`src/rtl/abr_pkg.sv`:
```
package abr_pkg;
  localparam int CPU_AW   = 16;
  localparam int SEL_W    = 3;
  localparam int SEL_LSB  = CPU_AW - 1 - SEL_W;
  localparam int NUM_REGS = 1 << SEL_W;

  // A bus cycle is a store into the register window.
  function automatic logic f_is_store(input logic rw, input logic a15);
    return (!rw) && a15;
  endfunction

  // One-hot slot vector for a select field, gated by the commit pulse.
  function automatic logic [NUM_REGS-1:0] f_slot(input logic fire,
                                                 input logic [SEL_W-1:0] sel);
    logic [NUM_REGS-1:0] v;
    v = '0;
    if (fire) v[sel] = 1'b1;
    return v;
  endfunction
endpackage

```
`src/rtl/abr_bus_qualifier.sv`:
```
module abr_bus_qualifier
  import abr_pkg::*;
#(
  parameter int VAL_W = 8
) (
  input  logic                clk,
  input  logic                rst_n,
  input  logic [CPU_AW-1:0]   cpu_addr,
  input  logic                cpu_rw,
  input  logic                cpu_m2,
  output logic                wr_fire,
  output logic [SEL_W-1:0]    wr_sel,
  output logic [VAL_W-1:0]    wr_val
);
  logic             m2_q;
  logic             store_q;
  logic [SEL_W-1:0] sel_q;
  logic [VAL_W-1:0] val_q;
  logic             m2_fall;
  logic             addr_spare_unused;

  assign addr_spare_unused = ^cpu_addr;

  // Capture the bus on every sample taken while M2 is high.
  always_ff @(posedge clk or negedge rst_n) begin
    if (!rst_n) begin
      m2_q    <= 1'b0;
      store_q <= 1'b0;
      sel_q   <= '0;
      val_q   <= '0;
    end else begin
      m2_q <= cpu_m2;
      if (cpu_m2) begin
        store_q <= f_is_store(cpu_rw, cpu_addr[CPU_AW-1]);
        sel_q   <= cpu_addr[CPU_AW-2 -: SEL_W];
        val_q   <= cpu_addr[VAL_W-1:0];
      end
    end
  end

  assign m2_fall = m2_q && !cpu_m2;
  assign wr_fire = m2_fall && store_q;
  assign wr_sel  = sel_q;
  assign wr_val  = val_q;

  // a commit only follows a sample with M2 high.
  assert_fire_after_m2_R2: assert property (@(posedge clk) disable iff (!rst_n)
    wr_fire |-> $past(cpu_m2));
  // one commit per M2 fall.
  assert_fire_single_R2: assert property (@(posedge clk) disable iff (!rst_n)
    wr_fire |=> !wr_fire);
endmodule

```
`src/rtl/abr_sel_decode.sv`:
```
module abr_sel_decode
  import abr_pkg::*;
(
  input  logic                wr_fire,
  input  logic [SEL_W-1:0]    wr_sel,
  output logic [NUM_REGS-1:0] slot_load
);
  always_comb slot_load = f_slot(wr_fire, wr_sel);

  // never more than one register loaded by a commit.
  always_comb begin
    assert_one_slot_R3: assert ($onehot0(slot_load));
  end
endmodule

```
`src/rtl/abr_bank_reg.sv`:
```
module abr_bank_reg #(
  parameter int VAL_W = 8
) (
  input  logic             clk,
  input  logic             rst_n,
  input  logic             load,
  input  logic [VAL_W-1:0] val,
  output logic [VAL_W-1:0] q
);
  always_ff @(posedge clk or negedge rst_n) begin
    if (!rst_n)    q <= '0;
    else if (load) q <= val;
  end

  // no load, no change.
  assert_hold_R7: assert property (@(posedge clk) disable iff (!rst_n)
    !load |=> $stable(q));
  // a load takes the offered value.
  assert_load_R2: assert property (@(posedge clk) disable iff (!rst_n)
    load |=> (q == $past(val)));
endmodule

```
`src/rtl/abr_bank_file.sv`:
```
module abr_bank_file
  import abr_pkg::*;
#(
  parameter int VAL_W = 8
) (
  input  logic                      clk,
  input  logic                      rst_n,
  input  logic [15:0]               cpu_addr,
  input  logic                      cpu_rw,
  input  logic                      cpu_m2,
  output logic [NUM_REGS*VAL_W-1:0] bank_flat
);
  logic                wr_fire;
  logic [SEL_W-1:0]    wr_sel;
  logic [VAL_W-1:0]    wr_val;
  logic [NUM_REGS-1:0] slot_load;

  abr_bus_qualifier #(.VAL_W(VAL_W)) qual_i (
    .clk(clk), .rst_n(rst_n), .cpu_addr(cpu_addr), .cpu_rw(cpu_rw),
    .cpu_m2(cpu_m2), .wr_fire(wr_fire), .wr_sel(wr_sel), .wr_val(wr_val)
  );

  abr_sel_decode dec_i (
    .wr_fire(wr_fire), .wr_sel(wr_sel), .slot_load(slot_load)
  );

  for (genvar k = 0; k < NUM_REGS; k++) begin : g_bank
    abr_bank_reg #(.VAL_W(VAL_W)) reg_i (
      .clk(clk), .rst_n(rst_n), .load(slot_load[k]), .val(wr_val),
      .q(bank_flat[k*VAL_W +: VAL_W])
    );
  end

  // with no M2 fall, the whole file is stable.
  assert_quiet_without_fall_R4: assert property (@(posedge clk) disable iff (!rst_n)
    (!slot_load) |=> $stable(bank_flat));
endmodule

```
`config.mk`:
```
export PLATFORM = sky130hd
export DESIGN_NAME = abr_bank_file
export DESIGN_NICKNAME = d
export VERILOG_FILES = /design/src/rtl/abr_pkg.sv /design/src/rtl/abr_bus_qualifier.sv /design/src/rtl/abr_sel_decode.sv /design/src/rtl/abr_bank_reg.sv /design/src/rtl/abr_bank_file.sv
export SDC_FILE = /design/constraint.sdc
export NUM_CORES = 1
export LEC_CHECK = 0
export CAP_MARGIN = 30
export CORE_MARGIN = 3
export CORE_UTILIZATION = 40
export CTS_BUF_LIST = sky130_fd_sc_hd__clkbuf_8
export CTS_CLUSTER_SIZE = 30
export DETAILED_ROUTE_END_ITERATION = 6
export GPL_TIMING_DRIVEN = 0
export PLACE_DENSITY = 0.76
export SLEW_MARGIN = 25
export SYNTH_ARGS = -nofsm -noshare
export SYNTH_HDL_FRONTEND = slang
export SYNTH_HIERARCHICAL = 1
export SYNTH_SLANG_ARGS = --single-unit
```
`constraint.sdc`:
```
create_clock -name clk -period 3.4 [get_ports clk]
set_clock_uncertainty 0.2 [all_clocks]
set_input_delay 0.68 -clock clk [delete_from_list [all_inputs] [get_ports clk]]
set_output_delay 0.68 -clock clk [all_outputs]
set_load 0.1 [all_outputs]
```
# Yosys cells after proc, flatten, opt, wreduce, memory -nomap -nowiden
# Index checks and enable logic that the tools add are counted.
# W data, S select, Z words.
dict set report totals {
  ff_bits 77
  inputBits 20
  output_inout_bits 64
  elab_cells 23
}
dict set report op_classes {
  magnitude_cmp 2
  n_mux 3
  reduce_logical 6
}
# op n
set op_table {}
lappend op_table {{$mux W8} 1}
lappend op_table {{$logic_and A1 B1 Y1} 4}
lappend op_table {{$lt A3 B4 Y1 const B} 1}
lappend op_table {{$demux W1 S3} 1}
lappend op_table {{$ge A3 B1 Y1 const B} 1}
lappend op_table {{$logic_not A1 Y1} 2}
lappend op_table {{$mux W1} 1}

# Logic depth before layout (Yosys ltp)
# Gate-level depths: netlist (run 1).
dict set report depth {
  ltp_word 5
  mapped_depth 5
  depth_no_buf 4
}

# Hierarchy
# The synthesis (run 1) kept the hierarchy.
# module instances cells_per_inst area_each_um2 seq_area_each_um2
set modules_own_cells {}
lappend modules_own_cells {abr_bank_reg 8 17 331.6 200.2}
lappend modules_own_cells {abr_bus_qualifier 1 30 508.0 325.3}
lappend modules_own_cells {abr_sel_decode 1 8 96.3 0.0}

# Least setup slack after synthesis (run 1)
# OpenSTA, ideal clock, no wires.
dict set report synth_timing {
  path_type {input to register}
  start {input cpu_m2}
  end {register g_bank[0].reg_i.q[0]}
  setup_time_ns 0.126
  arrival_time_ns 1.763
  t_required_ns 3.074
  slack_ns 1.310
  cell_stages 5
  path_buffers 2
  cell_sequence {buf_6 > nor2_1 > nor4b_2 > buf_6 > mux2_4}
}
dict set report synth_between {
  elab_chain_len 4
}
# item line_no
set synth_rtl {}
lappend synth_rtl {{start, declared} abr_bank_file.sv:10} ;# input logic cpu_m2,
lappend synth_rtl {{$logic_not A1 Y1} abr_bus_qualifier.sv:41} ;# assign m2_fall = m2_q && !cpu_m2;
lappend synth_rtl {{$logic_and A1 B1 Y1} abr_bus_qualifier.sv:41}
lappend synth_rtl {{$logic_and A1 B1 Y1} abr_bus_qualifier.sv:42} ;# assign wr_fire = m2_fall && store_q;
lappend synth_rtl {{via wr_fire} abr_bank_file.sv:13} ;# logic wr_fire;
lappend synth_rtl {{$mux W8} abr_pkg.sv:17} ;# if (fire) v[sel] = 1'b1;
lappend synth_rtl {{via slot_load[0]} abr_bank_file.sv:16} ;# logic [NUM_REGS-1:0] slot_load;
lappend synth_rtl {{end signal, assigned} abr_bank_reg.sv:12} ;# else if (load) q <= val;
lappend synth_rtl {{end, declared} abr_bank_reg.sv:8} ;# output logic [VAL_W-1:0] q
# The timed path passes the listed nets, and every way through them passes these cells.
# A chain may end at the register's enable or synchronous reset.

# Final worst setup path (run 1)
dict set report layout_timing {
  start {register g_bank[5].reg_i.q[4]}
  end {output bank_flat[44]}
}
# item line_no
set layout_lines {}
lappend layout_lines {{start, declared} abr_bank_reg.sv:8}
lappend layout_lines {{start signal, assigned} abr_bank_reg.sv:12}
lappend layout_lines {{end, declared} abr_bank_file.sv:11} ;# output logic [NUM_REGS*VAL_W-1:0] bank_flat
# No word-level cell between the ends.

==> results.cfg, run 1 <==
[outcome]
status = finished clean

[yosys]
synth_mux_area_share_pct = 34.11
ys_ff_latch = 77
synth.avg_cell_area_um2 = 18.72
synth.most_common_cell = dfrtp_1
synth_top_family_by_area = multiplexers
post_synth_xor_area_fraction_pct = 0
netlist_area_um2 = 3257
syn_nets = 194
yosysWarnings = 6
yosys-top-cells-count = dfrtp_1, mux2_4, buf_6
async_flop_share_pct = 100.0
yosys-top-cells-area = dfrtp_1, mux2_4, buf_6, mux2_2, and4bb_2
synth-simple-area-share_pct = 3.304
synth.distinct_cells = 12
synthCells = 174
synth-edff-count = 0
yosysSeqAreaShare_pct = 59.16
ys.flop_type = dfrtp_1
yosys.area.top_type = dfrtp_1
synth_top_area_share_pct = 59.16
synthAdderAreaFrac_pct = 0
synth-compound-area-share_pct = 0.1921

[worst_setup_path]
crit_chain = clkdlybuf4s50_1
end_kind = primary output
startpoint_type = flip-flop
crit_type = flip-flop to primary output
critical_path.slowest_cell = clkdlybuf4s50_1
crit_cells = 1
worstPathRequired_ns = 2.52
worstPathArrival_ns = 1.86
crit_start = g_bank[5].reg_i/q[4]
worst-path-buf-inv = 1
cp_max_fo = 2
max_stage_delay_ns = 1.15
r2r_slack_ns = 1.61
critPathTopFamily = buffers and inverters
r2r_cells = 5
reg2reg_to = g_bank[0].reg_i/q[7]
r2r_start = qual_i/store_q

[timing]
hold_viol = 0
rsz0062_at_grt = false
fin_crit_sh_pct = 80.73
post-route-min-period_ns = 2.745
setup_slack_ns = 0.6551
slew-limit-headroom_pct = 32.78
slew_violations = 0
fmax_ghz = 0.3643
worst_pin_slew_ns = 1.005
setup-violations-final = 0

[floorplan]
die_w_um = 96.24
design.die.area_um2 = 9261
core.rowCount = 32
io_pins = 84
dieHeight_um = 96.24
start_util_pct = 41.71
core-area_um2 = 7807

[grt]
grt_pass1_wl_um = 10140
grt_pass1_vias = 1840
gr-usage-all-layers_pct = 15.07
grt_max_degree = 41
antenna_found_initial = 0
grt_remaining_overflow = 0

[clock_network]
clk_pin_slew_worst_paths_ns = 0.08
cts_setup_buffers = 0
cts_tree = yes
htree_levels = 3
cts_made_buffers = 9
insertion_delay_ns = 0.33
cts_buffer_depth = 2
cts.repair.resized = 0
cts-root-buf = clkbuf_8
cts.sinks = 77
cts-hold-fix-buffers = 0

[power]
vdd_drop_max_uv = 354.9
p_clk_share_pct = 20.5
p_comb_share_pct = 46.9
seqPwrFrac_pct = 32.6
p_int_mw = 1.989
switchingPower_mw = 1.713
p_sw_share_pct = 46.28
p_per_area_nw_per_um2 = 837.9
leakage_nw = 1.998

[detailed_routing]
first_pass_iters = 4
viasPerCell = 4.589
route.vias.total = 1707
drc = 0
drt-met1-wl_um = 2996
top_layer_used = met4
drt_iter0_markers = 23
wl_met2_um = 2962
postRouteAntennaNets = 0
wl_per_cell_um = 17.03
wl_um = 6337
wl_met3_um = 287

[min_path]
hold_class = primary input to asynchronous set/reset pin

[layout]
fillCellCount = 666
finish.utilization_pct = 56.59
drive_gt1_share_pct = 40.37
syn2layout_area_growth_pct = 35.65
fin_area_um2 = 4418
diodes = 0
fin_nets = 285

[placement]
port_buffers = 79
postPlaceCellArea_um2 = 4193
preCtsSetupSlack_ns = 0.4944
dp_hpwl_um = 4426
place_congestion = 0.6817

[job]
drv_cap = 0
-- routing by layer --
metal / global-route usage (%) / up-vias
met4: 6.043 / 0
li1: - / 802
met5: 0 / -
met1: 20.90 / 847
met3: 3.909 / 8
met2: 22.43 / 50
-- kinds of logic (layout without fill, tap and decap cells) --
kind of cell	after synthesis	in the layout
AOI/OAI and AO/OA	1	1
DFF	77	77
muxes	75	75
and+or+nand+nor	11	11
buffers and inverters	10	106
-- power by group through the flow --
stage / Clock, mW / Sequential, mW / Combinational (mW)
2_1_floorplan: 0 / 2.30 / 0.256
3_3_place_gp: 0 / 1.22 / 1.73
3_5_place_dp: 0 / 1.23 / 1.75
4_1_cts: 0.779 / 1.21 / 1.75
5_1_grt: 0.823 / 1.24 / 1.78
6_report: 0.758 / 1.21 / 1.74
-- worst max path at each step --
stage / end
2_1_floorplan: g_bank[0].reg_i/q[0]
3_3_place_gp: qual_i/wr_val[5]
3_5_place_dp: g_bank[0].reg_i/q[6]
4_1_cts: bank_flat[44]
5_1_grt: bank_flat[44]
6_report: bank_flat[44]
-- state kept, by name (all words and copies together), names as in the netlist --
register	count
g_bank.reg_i/q	64
qual_i/wr_sel	3
qual_i/store_q	1
qual_i/m2_q	1
qual_i/wr_val	8
-- through the flow --
| step | TNS [ns] | std cells | power [mW] | hold slack [ns] |
|---|---|---|---|---|
| 3_5_place_dp | 0 | 356 | 2.971 | 0.2936 |
| 5_1_grt | 0 | 372 | 3.839 | 0.1129 |
| 6_report | 0 | 372 | 3.702 | 0.09934 |
| 3_3_place_gp | -86.84 | 355 | 2.957 | 0.2991 |
| 4_1_cts | 0 | 372 | 3.737 | 0.1091 |
| 2_1_floorplan | 0 | 174 | 2.561 | 0.1844 |
-- cell type report --
cell class	count	area (um^2)	area share (%)
buffer	9	101.3	2.294
clock buffer	10	137.6	3.115
clock inverter	6	87.58	1.982
inverter	1	3.754	0.08496
multi-input combinational	87	1225	27.73
sequential	77	1927	43.61
tap	102	127.6	2.889
timing repair buffer	80	808.3	18.30
-- placed cells by master (no fill, tap or decap), types with 2 or more instances in the layout --
master	netlist	routed
inv_1	1	2
buf_6	9	9
clkdlybuf4s50_1	0	78
mux2_4	71	71
dfrtp_1	77	77
clkinvlp_4	0	2
bufinv_16	0	2
nand2_1	2	2
clkbuf_8	0	10
and4bb_2	3	3
and4b_2	3	3
mux2_2	4	4
Power figures use the tool's default switching activity.
==> inputs of run 2 (changes only) <==
==> constraint.sdc (replaced) <==
create_clock -name clk -period 2.73 [get_ports clk]
set_clock_uncertainty 0.2 [all_clocks]
set_input_delay 0.546 -clock clk [delete_from_list [all_inputs] [get_ports clk]]
set_output_delay 0.546 -clock clk [all_outputs]
set_load 0.1 [all_outputs]
==> run 2 against run 1 <==
Global-route usage did not move. Sequential power rose by 24%. First-iteration DRC count did not move. Wire length did not move. Critical path depth did not move. Sequential share of layout area fell by 0.099 points. Register-to-register slack got worse by 0.67 ns. Total power rose by 25%. Critical endpoint unchanged. Largest cell class unchanged. Largest power group unchanged.
==> results.cfg, run 2 (same netlist as run 1, synthesis figures left out) <==
[placement]
dp_hpwl_um = 4426
preCtsSetupSlack_ns = -0.04164
port_buffers = 79
postPlaceCellArea_um2 = 4193
dpl.cell_count = 356
place_congestion = 0.6817

[detailed_routing]
wl_per_cell_um = 16.99
viasPerCell = 4.582
drt_iter0_markers = 23
route.vias.total = 1709
wl_um = 6337
first_pass_iters = 4
drc = 0
postRouteAntennaNets = 0

[worst_setup_path]
end_kind = primary output
critPathTopFamily = buffers and inverters
critical_path.slowest_cell = clkdlybuf4s50_1
crit_chain = clkdlybuf4s50_1
cp_max_fo = 2
worstPathRequired_ns = 1.98
worstPathArrival_ns = 1.86
max_stage_delay_ns = 1.15
crit_type = flip-flop to primary output
worst-path-buf-inv = 1
startpoint_type = flip-flop

[grt]
grt_max_degree = 41
use_met1_pct = 20.90
gr-usage-all-layers_pct = 15.07
top_usage_layer = met2
grt_pass1_vias = 1840
grt_pass1_wl_um = 10140
antenna_found_initial = 0
globalRouteMet2Util_pct = 22.43
met3_usage_pct = 3.909
grt_remaining_overflow = 0

[floorplan]
core.rowCount = 32
core-area_um2 = 7807
start_util_pct = 41.71
io_pins = 84
dieHeight_um = 96.24
die_w_um = 96.24
design.die.area_um2 = 9261

[timing]
setup-violations-final = 0
hold_viol = 0
post-route-min-period_ns = 2.611
rsz0062_at_grt = false
slew_violations = 0
setup_slack_ns = 0.1191
worst_pin_slew_ns = 1.005
slew-limit-headroom_pct = 32.78
fmax_ghz = 0.3830
fin_crit_sh_pct = 95.64
setup-tns-final_ns = 0
holdWs_ns = 0.3141

[layout]
final_cell_mix = clkdlybuf4s50_1, dfrtp_1, mux2_4
top_register = g_bank.reg_i/q
mostFrequentLayoutCell = clkdlybuf4s50_1
fillCellCount = 665
diodes = 0
largest_register_ff_count = 64
fin_nets = 286
multi_input_area_um2 = 1225
fin_area_um2 = 4428
fin_cells = 373
syn2layout_area_growth_pct = 35.96
drive_gt1_share_pct = 40.22
seq_area_um2 = 1927
finish.utilization_pct = 56.71

[clock_network]
cts_tree = yes
cts.repair.resized = 0
clk_pin_slew_worst_paths_ns = 0.08
cts_buffer_depth = 2
htree_levels = 3
cts-hold-fix-buffers = 1
insertion_delay_ns = 0.33
cts_setup_buffers = 0
cts.sinks = 77
cts-root-buf = clkbuf_8
cts_made_buffers = 9

[power]
leakage_nw = 2.003
p_per_area_nw_per_um2 = 1041
vdd_drop_max_uv = 442.0
p_total_mw = 4.611

[outcome]
status = finished clean

[job]
drv_cap = 0

[min_path]
hold_class = flip-flop to flip-flop
## run 2: path summary, 6_finish.rpt
path	slack, ns	cells after the start	from	end
worst max register to register	0.94	5	qual_i/store_q	g_bank[0].reg_i/q[7]
worst max-delay path	0.12	1	g_bank[5].reg_i/q[4]	bank_flat[44]
worst min-delay path	0.31	1	g_bank[7].reg_i/q[7]	g_bank[7].reg_i/q[7]
min in group asynchronous	0.51	2	rst_n	g_bank[6].reg_i/q[0]
worst min register to register	0.31	1	g_bank[7].reg_i/q[7]	g_bank[7].reg_i/q[7]
max in group asynchronous	1.25	3	rst_n	g_bank[3].reg_i/q[1]
## run 2: per-layer routing
metal,share of wire (%),wire [um],vias to the layer above
met5,0,0,-
met4,1.4,90,0
met3,4.6,292,8
met2,47,2959,50
met1,47,2994,847
li1,-,-,804
## run 2: layout make-up
| type | count | share of cell area, % |
|---|---|---|
| tap | 102 | 2.882 |
| clock inverter | 6 | 1.978 |
| inverter | 1 | 0.08477 |
| buffer | 9 | 2.289 |
| clock buffer | 10 | 3.108 |
| timing repair buffer | 81 | 18.48 |
| sequential | 77 | 43.52 |
| multi-input combinational | 87 | 27.66 |
## run 2: where the power goes
group	internal (mW)	leakage, nW	total (mW)	switching [mW]
registers	1.35	1.01	1.50	0.159
clock network	0.538	0.110	0.944	0.406
logic	0.594	0.885	2.16	1.57
total	2.48	2.00	4.61	2.13
